`src/rtl/sclkdiv_pkg.sv`:
```
// Package: shared constants, phase type and period helper for the serial
// clock divider. Assumes the divider code encoding described in the brief.
package sclkdiv_pkg;

    // Default divider code width and code table break points.
    localparam int DEF_CODE_W    = 5;
    localparam int DEF_LIN_LIMIT = 16;
    localparam int DEF_LIN_ADD   = 2;
    localparam int DEF_EXT_SUB   = 7;

    // Serial clock phase as seen before any duty correction.
    typedef enum logic {
        PH_LOW  = 1'b0,
        PH_HIGH = 1'b1
    } phase_e;

    // Largest period the code table can produce, in peripheral clocks.
    function automatic int max_period(input int code_w, input int lin_limit,
                                      input int lin_add, input int ext_sub);
        int lin_max;
        int ext_max;
        lin_max = lin_limit - 1 + lin_add;
        ext_max = 2 * ((1 << code_w) - 1 - ext_sub);
        return (lin_max > ext_max) ? lin_max : ext_max;
    endfunction

endpackage

```
`src/rtl/sclk_len_calc.sv`:
```
// Module: sclk_len_calc
// Turns a divider code and the stretch/correction controls into the low and
// high phase lengths of one serial clock period, plus a flag that says
// whether half-clock duty correction applies. Pure combinational logic.
// Assumes the code never selects a period shorter than two clocks.
module sclk_len_calc #(
    parameter int CODE_W    = 5,
    parameter int LIN_LIMIT = 16,
    parameter int LIN_ADD   = 2,
    parameter int EXT_SUB   = 7,
    parameter int PER_W     = 6,
    parameter int LEN_W     = 5,
    parameter bit FIX_EN    = 1'b1
) (
    input  logic [CODE_W-1:0] div_code,
    input  logic              tx_phase,
    input  logic              duty_fix,
    input  logic              setup_ext,
    input  logic              hold_ext,
    output logic [LEN_W-1:0]  lo_len,
    output logic [LEN_W-1:0]  hi_len,
    output logic              fix_on
);

    logic [PER_W-1:0] code_ext;
    logic [PER_W-1:0] period;
    logic [PER_W-1:0] half_dn;
    logic             lin_range;

    // Map the code onto a period: linear region first, doubled region above.
    always_comb begin
        code_ext  = PER_W'(div_code);
        lin_range = (code_ext < PER_W'(LIN_LIMIT));
        if (lin_range) begin
            period = code_ext + PER_W'(LIN_ADD);
        end else begin
            period = (code_ext - PER_W'(EXT_SUB)) << 1;
        end
        half_dn = period >> 1;
    end

    // Split the period (low gets the shorter half) and add transmit stretches.
    always_comb begin
        lo_len = LEN_W'(half_dn) + LEN_W'(tx_phase & setup_ext);
        hi_len = LEN_W'(period - half_dn) + LEN_W'(tx_phase & hold_ext);
        fix_on = FIX_EN & duty_fix & period[0];
    end

endmodule

```
`src/rtl/sclk_phase_gen.sv`:
```
// Module: sclk_phase_gen
// Phase counter that produces the undelayed serial clock and the edge
// strobes. Lengths and the correction select are latched at each period
// start, and continuously while idle, so a period runs to completion with
// the settings it started with. Assumes both lengths are at least one.
module sclk_phase_gen
    import sclkdiv_pkg::*;
#(
    parameter int LEN_W = 5
) (
    input  logic             clk,
    input  logic             rst_n,
    input  logic             run_en,
    input  logic [LEN_W-1:0] lo_len_in,
    input  logic [LEN_W-1:0] hi_len_in,
    input  logic             fix_in,
    output logic             sclk_raw,
    output logic             fix_sel,
    output logic             rise_stb,
    output logic             fall_stb
);

    phase_e           phase_q;
    logic [LEN_W-1:0] cnt_q;
    logic [LEN_W-1:0] lo_q;
    logic [LEN_W-1:0] hi_q;
    logic             fix_q;
    logic             rise_q;
    logic             fall_q;
    logic             low_done;
    logic             high_done;

    // Phase end detection against the latched lengths.
    always_comb begin
        low_done  = (phase_q == PH_LOW)  && (cnt_q == lo_q - LEN_W'(1));
        high_done = (phase_q == PH_HIGH) && (cnt_q == hi_q - LEN_W'(1));
    end

    // Phase counter, settings latch and strobe registers.
    always_ff @(posedge clk) begin
        if (!rst_n || !run_en) begin
            phase_q <= PH_LOW;
            cnt_q   <= '0;
            lo_q    <= lo_len_in;
            hi_q    <= hi_len_in;
            fix_q   <= fix_in;
            rise_q  <= 1'b0;
            fall_q  <= 1'b0;
        end else begin
            rise_q <= 1'b0;
            fall_q <= 1'b0;
            if (low_done) begin
                phase_q <= PH_HIGH;
                cnt_q   <= '0;
                rise_q  <= 1'b1;
            end else if (high_done) begin
                phase_q <= PH_LOW;
                cnt_q   <= '0;
                fall_q  <= 1'b1;
                lo_q    <= lo_len_in;
                hi_q    <= hi_len_in;
                fix_q   <= fix_in;
            end else begin
                cnt_q <= cnt_q + LEN_W'(1);
            end
        end
    end

    // Registered outputs straight from state.
    assign sclk_raw = (phase_q == PH_HIGH);
    assign fix_sel  = fix_q;
    assign rise_stb = rise_q;
    assign fall_stb = fall_q;

endmodule

```
`src/rtl/sclk_half_delay.sv`:
```
// Module: sclk_half_delay
// Delays the rising edge of the serial clock by half a peripheral clock
// when selected: a falling-edge copy of the raw clock is ANDed with it, so
// only the rise moves. The select changes only while the raw clock is low,
// so the output mux never switches while the clock is high.
module sclk_half_delay (
    input  logic clk,
    input  logic rst_n,
    input  logic sclk_raw,
    input  logic fix_sel,
    output logic sclk_out
);

    logic raw_neg_q;

    // Falling-edge capture of the raw clock.
    always_ff @(negedge clk) begin
        if (!rst_n) begin
            raw_neg_q <= 1'b0;
        end else begin
            raw_neg_q <= sclk_raw;
        end
    end

    // Output select: delayed-rise form or raw clock.
    assign sclk_out = fix_sel ? (sclk_raw & raw_neg_q) : sclk_raw;

endmodule

```
`src/rtl/sclk_divider.sv`:
```
// Module: sclk_divider (top)
// Serial flash clock generator: code-to-length mapping, phase counter and
// an optional half-clock duty corrector, chosen by FIX_EN. Clock idles low
// while run_en is low. Assumes all inputs are synchronous to clk.
module sclk_divider
    import sclkdiv_pkg::*;
#(
    parameter int CODE_W    = DEF_CODE_W,
    parameter int LIN_LIMIT = DEF_LIN_LIMIT,
    parameter int LIN_ADD   = DEF_LIN_ADD,
    parameter int EXT_SUB   = DEF_EXT_SUB,
    parameter bit FIX_EN    = 1'b1
) (
    input  logic              clk,
    input  logic              rst_n,
    input  logic              run_en,
    input  logic              tx_phase,
    input  logic [CODE_W-1:0] div_code,
    input  logic              duty_fix,
    input  logic              setup_ext,
    input  logic              hold_ext,
    output logic              sclk,
    output logic              rise_stb,
    output logic              fall_stb
);

    localparam int MAX_PER = max_period(CODE_W, LIN_LIMIT, LIN_ADD, EXT_SUB);
    localparam int PER_W   = $clog2(MAX_PER + 1);
    localparam int LEN_W   = $clog2(MAX_PER / 2 + 2 + 1);

    logic [LEN_W-1:0] lo_len;
    logic [LEN_W-1:0] hi_len;
    logic             fix_on;
    logic             sclk_raw;
    logic             fix_sel;

    // Code and control decode.
    sclk_len_calc #(
        .CODE_W   (CODE_W),
        .LIN_LIMIT(LIN_LIMIT),
        .LIN_ADD  (LIN_ADD),
        .EXT_SUB  (EXT_SUB),
        .PER_W    (PER_W),
        .LEN_W    (LEN_W),
        .FIX_EN   (FIX_EN)
    ) u_len (
        .div_code (div_code),
        .tx_phase (tx_phase),
        .duty_fix (duty_fix),
        .setup_ext(setup_ext),
        .hold_ext (hold_ext),
        .lo_len   (lo_len),
        .hi_len   (hi_len),
        .fix_on   (fix_on)
    );

    // Phase counter and strobes.
    sclk_phase_gen #(
        .LEN_W(LEN_W)
    ) u_phase (
        .clk      (clk),
        .rst_n    (rst_n),
        .run_en   (run_en),
        .lo_len_in(lo_len),
        .hi_len_in(hi_len),
        .fix_in   (fix_on),
        .sclk_raw (sclk_raw),
        .fix_sel  (fix_sel),
        .rise_stb (rise_stb),
        .fall_stb (fall_stb)
    );

    // Duty corrector only when the variant includes it.
    generate
        if (FIX_EN) begin : g_fix
            sclk_half_delay u_half (
                .clk     (clk),
                .rst_n   (rst_n),
                .sclk_raw(sclk_raw),
                .fix_sel (fix_sel),
                .sclk_out(sclk)
            );
        end else begin : g_nofix
            logic unused_sel;
            assign unused_sel = fix_sel;
            assign sclk       = sclk_raw;
        end
    endgenerate

endmodule

```
`config.mk`:
```
export PLATFORM = sky130hd
export DESIGN_NAME = sclk_divider
export DESIGN_NICKNAME = d
export VERILOG_FILES = /design/src/rtl/sclkdiv_pkg.sv /design/src/rtl/sclk_len_calc.sv /design/src/rtl/sclk_phase_gen.sv /design/src/rtl/sclk_half_delay.sv /design/src/rtl/sclk_divider.sv
export SDC_FILE = /design/constraint.sdc
export NUM_CORES = 1
export LEC_CHECK = 0
export ABC_AREA = 0
export CORE_MARGIN = 3
export CORE_UTILIZATION = 35
export DETAILED_ROUTE_END_ITERATION = 6
export DONT_BUFFER_PORTS = 1
export PLACE_DENSITY = 0.54
export REMOVE_ABC_BUFFERS = 1
export SYNTH_ARGS = -nofsm -noshare
export SYNTH_HDL_FRONTEND = slang
export SYNTH_SLANG_ARGS = --single-unit
```
`constraint.sdc`:
```
create_clock -name clk -period 3.5 [get_ports clk]
set_clock_uncertainty 0.1 [all_clocks]
set_input_delay 1.05 -clock clk [delete_from_list [all_inputs] [get_ports clk]]
set_output_delay 1.05 -clock clk [all_outputs]
set_load 0.03 [all_outputs]
```
==> results of run 1 <==
## what timing repair did
item                                    CTS  global route
pin swaps                                 0             0
endpoints found under the setup margin    1             1
cloned                                    0             0
resized for setup                         1             0
hold buffers                              0             0
endpoints found under the hold margin     0             0
## final cells by class
type / instances / area (µm²) / area share (%)
Multi-Input combinational cell: 95 / 777 / 52.1
Sequential cell: 20 / 510 / 34.3
Inverter: 19 / 71.3 / 4.79
Tap cell: 48 / 60.1 / 4.03
Clock buffer: 3 / 41.3 / 2.77
Timing Repair Buffer: 3 / 22.5 / 1.51
Clock inverter: 2 / 7.51 / 0.504
## per-layer routing
layer  up-vias  track usage [%]  wire length [µm]
li1        470                -                 -
met1       416             12.4               981
met2        17             20.5              1130
met3         4             1.94               118
met4         0             4.38                41
met5         -                0                 0
## kinds of logic (layout without fill, tap and decap cells)
family	after synthesis	count (layout)	synth area share, %
compound gates	18	18	9.26
xor+xnor	23	23	14.6
fa+ha+maj	18	18	16.9
buf+inv	22	27	6.54
flops	20	20	37.1
mux	2	2	1.54
simple gates	34	34	14.1
## worst paths after layout
path	endpoint	startpoint	depth (start not counted)	slack (ps)
worst min register to register	u_phase.sclk_raw	u_phase.sclk_raw	2	440
worst max register to register	g_fix.u_half.raw_neg_q	u_phase.sclk_raw	1	1090
worst max-delay path	sclk	g_fix.u_half.raw_neg_q	3	-340
worst min-delay path	u_phase.sclk_raw	u_phase.sclk_raw	2	440
## report_power, final
group          internal, mW  switching, mW  total [mW]  leakage (nW)
logic                 0.103          0.102       0.205         0.470
clock network        0.0796         0.0753       0.155        0.0285
registers             0.292         0.0275       0.320         0.187
total                 0.475          0.205       0.680         0.685
## stage by stage
step / utilization, % / hold WS [ps] / power, mW
final: 40.1 / 436 / 0.680
after detailed placement: 38.9 / 435 / 0.536
after global placement: 38.9 / 424 / 0.524
after floorplan: - / 392 / 0.489
after CTS: 40.1 / 445 / 0.690
after global routing: 40.1 / 496 / 0.732
## flip-flops by register name, indices dropped and copies added, names as in the netlist
| register | cells |
|---|---|
| g_fix.u_half.raw_neg_q | 1 |
| u_phase.fall_stb | 1 |
| u_phase.cnt_q | 5 |
| u_phase.rise_stb | 1 |
| u_phase.fix_sel | 1 |
| u_phase.hi_q | 5 |
| u_phase.sclk_raw | 1 |
| u_phase.lo_q | 5 |
## cells in the final DEF, fill, tap and decap left out, types with 2 or more instances in the layout
cell type / Yosys / final
nand2_1: 5 / 5
nand3_1: 3 / 3
a21oi_1: 7 / 7
and2_1: 3 / 3
xnor2_1: 14 / 14
nand2b_1: 4 / 4
ha_1: 17 / 17
dfxtp_1: 9 / 9
nor2_1: 5 / 5
and3_1: 5 / 5
clkbuf_8: 0 / 3
edfxtp_1: 11 / 11
nor2b_1: 2 / 2
a21o_1: 3 / 3
inv_1: 20 / 20
xor2_1: 9 / 9
nor3_1: 2 / 2
buf_4: 0 / 3
==> results_dict.tcl, run 1 <==
set metrics [dict create \
    grt_overflow_total 0 \
    tightest_slew_ps 468 \
    crit_fanout 1 \
    drc_errors 0 \
    die_w_um 68.7 \
    drt_iter0_drc 21 \
    power.density_mw_per_mm2 456 \
    seq_area_frac_synth_pct 37.1 \
    place_area_mm2 0.00145 \
    ir_drop_v 0.000165 \
    crit_family "flip-flops" \
    synth_top_area_share_pct 24.0 \
    finalWorstSetupSlack_ps -339 \
    ys_ff_latch 20 \
    cts_tree "yes" \
    via_per_inst 4.77 \
    yosys-top-cells-count "inv_1, ha_1, xnor2_1, edfxtp_1" \
    drv_cap 0 \
    min_path_type "reg2reg" \
    rsz0062_at_grt "true" \
    area_growth_pct 8.17 \
    clk_latency_ps 260 \
    ys_top_cells_by_area "edfxtp_1, ha_1, dfxtp_1, xnor2_1, xor2_1" \
    fp.dieH_um 68.7 \
    syn_area_per_cell_um2 10.1 \
    setup_tns_ps -339 \
    stdcell_area_mm2 0.00149 \
    syn_area_mm2 0.00138 \
    cp.arrival_ps 2690 \
    crit_chain "inv_1 -> a21boi_1 -> buf_4" \
    numCtsBuffers 3 \
    hold_violations 0 \
    layout.nets 173 \
    synth-main-ff-cell "edfxtp_1" \
    drt-total-wl_mm 2.27 \
    outcome "finished with violations" \
    dpl.hpwl_mm 1.89 \
    drv_slew 0 \
    gp_congestion 0.737 \
    failed_checks "negative setup slack" \
    antenna_left 0 \
    ys_types 34 \
    yosys_warnings 0 \
    p_leak_nw 0.685 \
    clkTransAtPathRegs_ps 70 \
    antenna_cells 0 \
    cts_buffer_depth 2 \
    placed_cells 186 \
    finalSetupViolCount 1 \
    ios 15 \
    start_util_pct 37.1 \
    yosys.area.top_type "edfxtp_1" \
    cts.sinks 20 \
    route.vias.total 907 \
    avgRoutedWirePerCell_um 12.0 \
    die_area_mm2 0.00472 \
    dr.pass1.iters 4 \
    drive_gt1_share_pct 6.34 \
    yosysMostFrequentCell "inv_1" \
    cp-start-kind "register" \
    cpPeakStageDelay_ps 300 \
    port-buffer-count 0 \
    synth_edf_count 11 \
    cts-root-buf "clkbuf_8" \
    antenna_found_initial 0 \
    htreeDepth 1 \
    fin_cells 190 \
    fp.coreArea_mm2 0.00372 \
    pre_cts_ws_ps -59.9 \
    n_fill_cell 367 \
    slowest_stage "dfxtp_1" \
    cp_num_buf_inv 2 \
    grt_max_degree 13 \
    track_usage_pct 11.1 \
    syn_inst 137 \
    synth-async-reset-ratio_pct 0 \
    grt_pass1_wl_mm 3.92 \
    path_class "reg2out" \
    max_slew_margin_pct 68.7 \
    rows 22 \
    worstSetupEndpointType "output pin" \
    grt_pass1_vias 932 \
    cp.required_ps 2350 \
    cts_setup_buffers 0 \
]
Note: power is estimated with default switching activity, not from simulation.
==> run 2: changes to the inputs <==
--- a/config.mk
+++ b/config.mk
@@ -7,10 +7,10 @@
 export LEC_CHECK = 0
 export ABC_AREA = 0
 export CORE_MARGIN = 3
-export CORE_UTILIZATION = 35
+export CORE_UTILIZATION = 50
 export DETAILED_ROUTE_END_ITERATION = 6
 export DONT_BUFFER_PORTS = 1
-export PLACE_DENSITY = 0.54
+export PLACE_DENSITY = 0.7
 export REMOVE_ABC_BUFFERS = 1
 export SYNTH_ARGS = -nofsm -noshare
 export SYNTH_HDL_FRONTEND = slang
==> run 2 against run 1 <==
Effect of this change: the run still ends with negative setup slack left; routed wire length down 9.0%; critical path depth unchanged; combinational power about the same; non-clock buffer count unchanged; via count down 0.11%; highest routed layer unchanged.
==> results_dict.tcl, run 2 (synthesis gave the netlist of run 1 again) <==
set metrics [dict create \
    ios 15 \
    finalWorstSetupSlack_ps -355 \
    cp.required_ps 2350 \
    drv_cap 0 \
    min_path_type "reg2reg" \
    grt_pass1_vias 948 \
    die_area_mm2 0.00342 \
    fin_cells 172 \
    track_usage_pct 14.0 \
    max_slew_margin_pct 69.5 \
    cts_buffer_depth 2 \
    tightest_slew_ps 457 \
    antenna_left 0 \
    route.vias.total 906 \
    htreeDepth 1 \
    pre_cts_ws_ps -48.1 \
    port-buffer-count 0 \
    stdcell_area_mm2 0.00145 \
    clk_latency_ps 290 \
    gp_congestion 0.788 \
    antenna_cells 0 \
    start_util_pct 54.1 \
    avgRoutedWirePerCell_um 12.0 \
    grt_pass1_wl_mm 3.69 \
    power.density_mw_per_mm2 435 \
    die_w_um 58.5 \
    numCtsBuffers 3 \
    ir_drop_v 0.000274 \
    via_per_inst 5.27 \
    rsz0062_at_grt "true" \
    antenna_found_initial 0 \
    drive_gt1_share_pct 6.34 \
    drc_errors 0 \
    cts-root-buf "clkbuf_4" \
    drt_iter0_drc 11 \
    cts.sinks 20 \
    path_class "reg2out" \
    hold_violations 0 \
    layout_common_cells "inv_1, ha_1, xnor2_1, edfxtp_1" \
    grt_max_degree 13 \
    p_leak_nw 0.677 \
    failed_checks "negative setup slack" \
    outcome "finished with violations" \
    drt-total-wl_mm 2.07 \
    cts_tree "yes" \
    cp.arrival_ps 2700 \
    drv_slew 0 \
    final_util_pct 56.9 \
    clkTransAtPathRegs_ps 100 \
    placed_cells 168 \
    crit_fanout 1 \
    fp.dieH_um 58.5 \
    dpl.hpwl_mm 1.72 \
    holdWs_ps 475 \
    layout.nets 173 \
    finalSetupViolCount 1 \
    cts-hold-fix-buffers 0 \
    rows 18 \
    place_area_mm2 0.00142 \
    grt_overflow_total 0 \
    fp.coreArea_mm2 0.00254 \
    cp-start-kind "register" \
    area_growth_pct 5.18 \
    top_regs "u_phase.cnt_q (5), u_phase.hi_q (5), u_phase.lo_q (5)" \
    dr.pass1.iters 3 \
    mostFrequentLayoutCell "inv_1" \
    worstSetupEndpointType "output pin" \
]
[run 2: cell types whose count changed in the layout (fill, tap and decap cells not counted)]
cell,previous run,this run
clkbuf_4,0,3
clkbuf_8,3,0
[run 2: layout make-up]
| class | count | area [µm²] |
|---|---|---|
| Timing Repair Buffer | 3 | 22.5 |
| Clock inverter | 2 | 7.51 |
| Sequential cell | 20 | 510 |
| Multi-Input combinational cell | 95 | 777 |
| Fill cell | 231 | 1100 |
| Clock buffer | 3 | 22.5 |
| Inverter | 19 | 71.3 |
| Tap cell | 30 | 37.5 |
[run 2: worst paths after layout]
kind                           from                endpoint  slack (ps)  cells past startpoint
max          g_fix.u_half.raw_neg_q                    sclk        -350                      3
min                u_phase.cnt_q[0]        u_phase.cnt_q[0]         480                      1
max reg2reg        u_phase.sclk_raw  g_fix.u_half.raw_neg_q        1050                      1
min reg2reg        u_phase.cnt_q[0]        u_phase.cnt_q[0]         480                      1
[run 2: per-layer routing]
layer	track usage, %	wire [µm]
met2	26.0	1100
met1	15.9	879
met5	0	0
met4	4.97	29
met3	2.19	55
[run 2: worst max-delay path, cell delays in order (launching register included)]
cell      delay, ps
dfxtp_1         290
inv_1            30
a21boi_1        110
buf_4           170
[run 2: stage by stage]
stage | power [mW] | setup TNS, ps
global route | 0.680 | -423
detailed placement | 0.532 | -48.1
global placement | 0.521 | -25.5
finish | 0.630 | -355
CTS | 0.638 | -369
floorplan | 0.489 | -415
[run 2: power breakdown]
group	switching [mW]	leakage, nW	internal (mW)
clock network	0.0659	0.0207	0.0430
registers	0.0266	0.187	0.292
logic	0.0996	0.470	0.102
[run 2: timing repair]
action	CTS	global route
pin swaps	0	0
endpoints found under the setup margin	1	1
gates cloned	0	0
buffers inserted	0	0
resized for setup	1	0
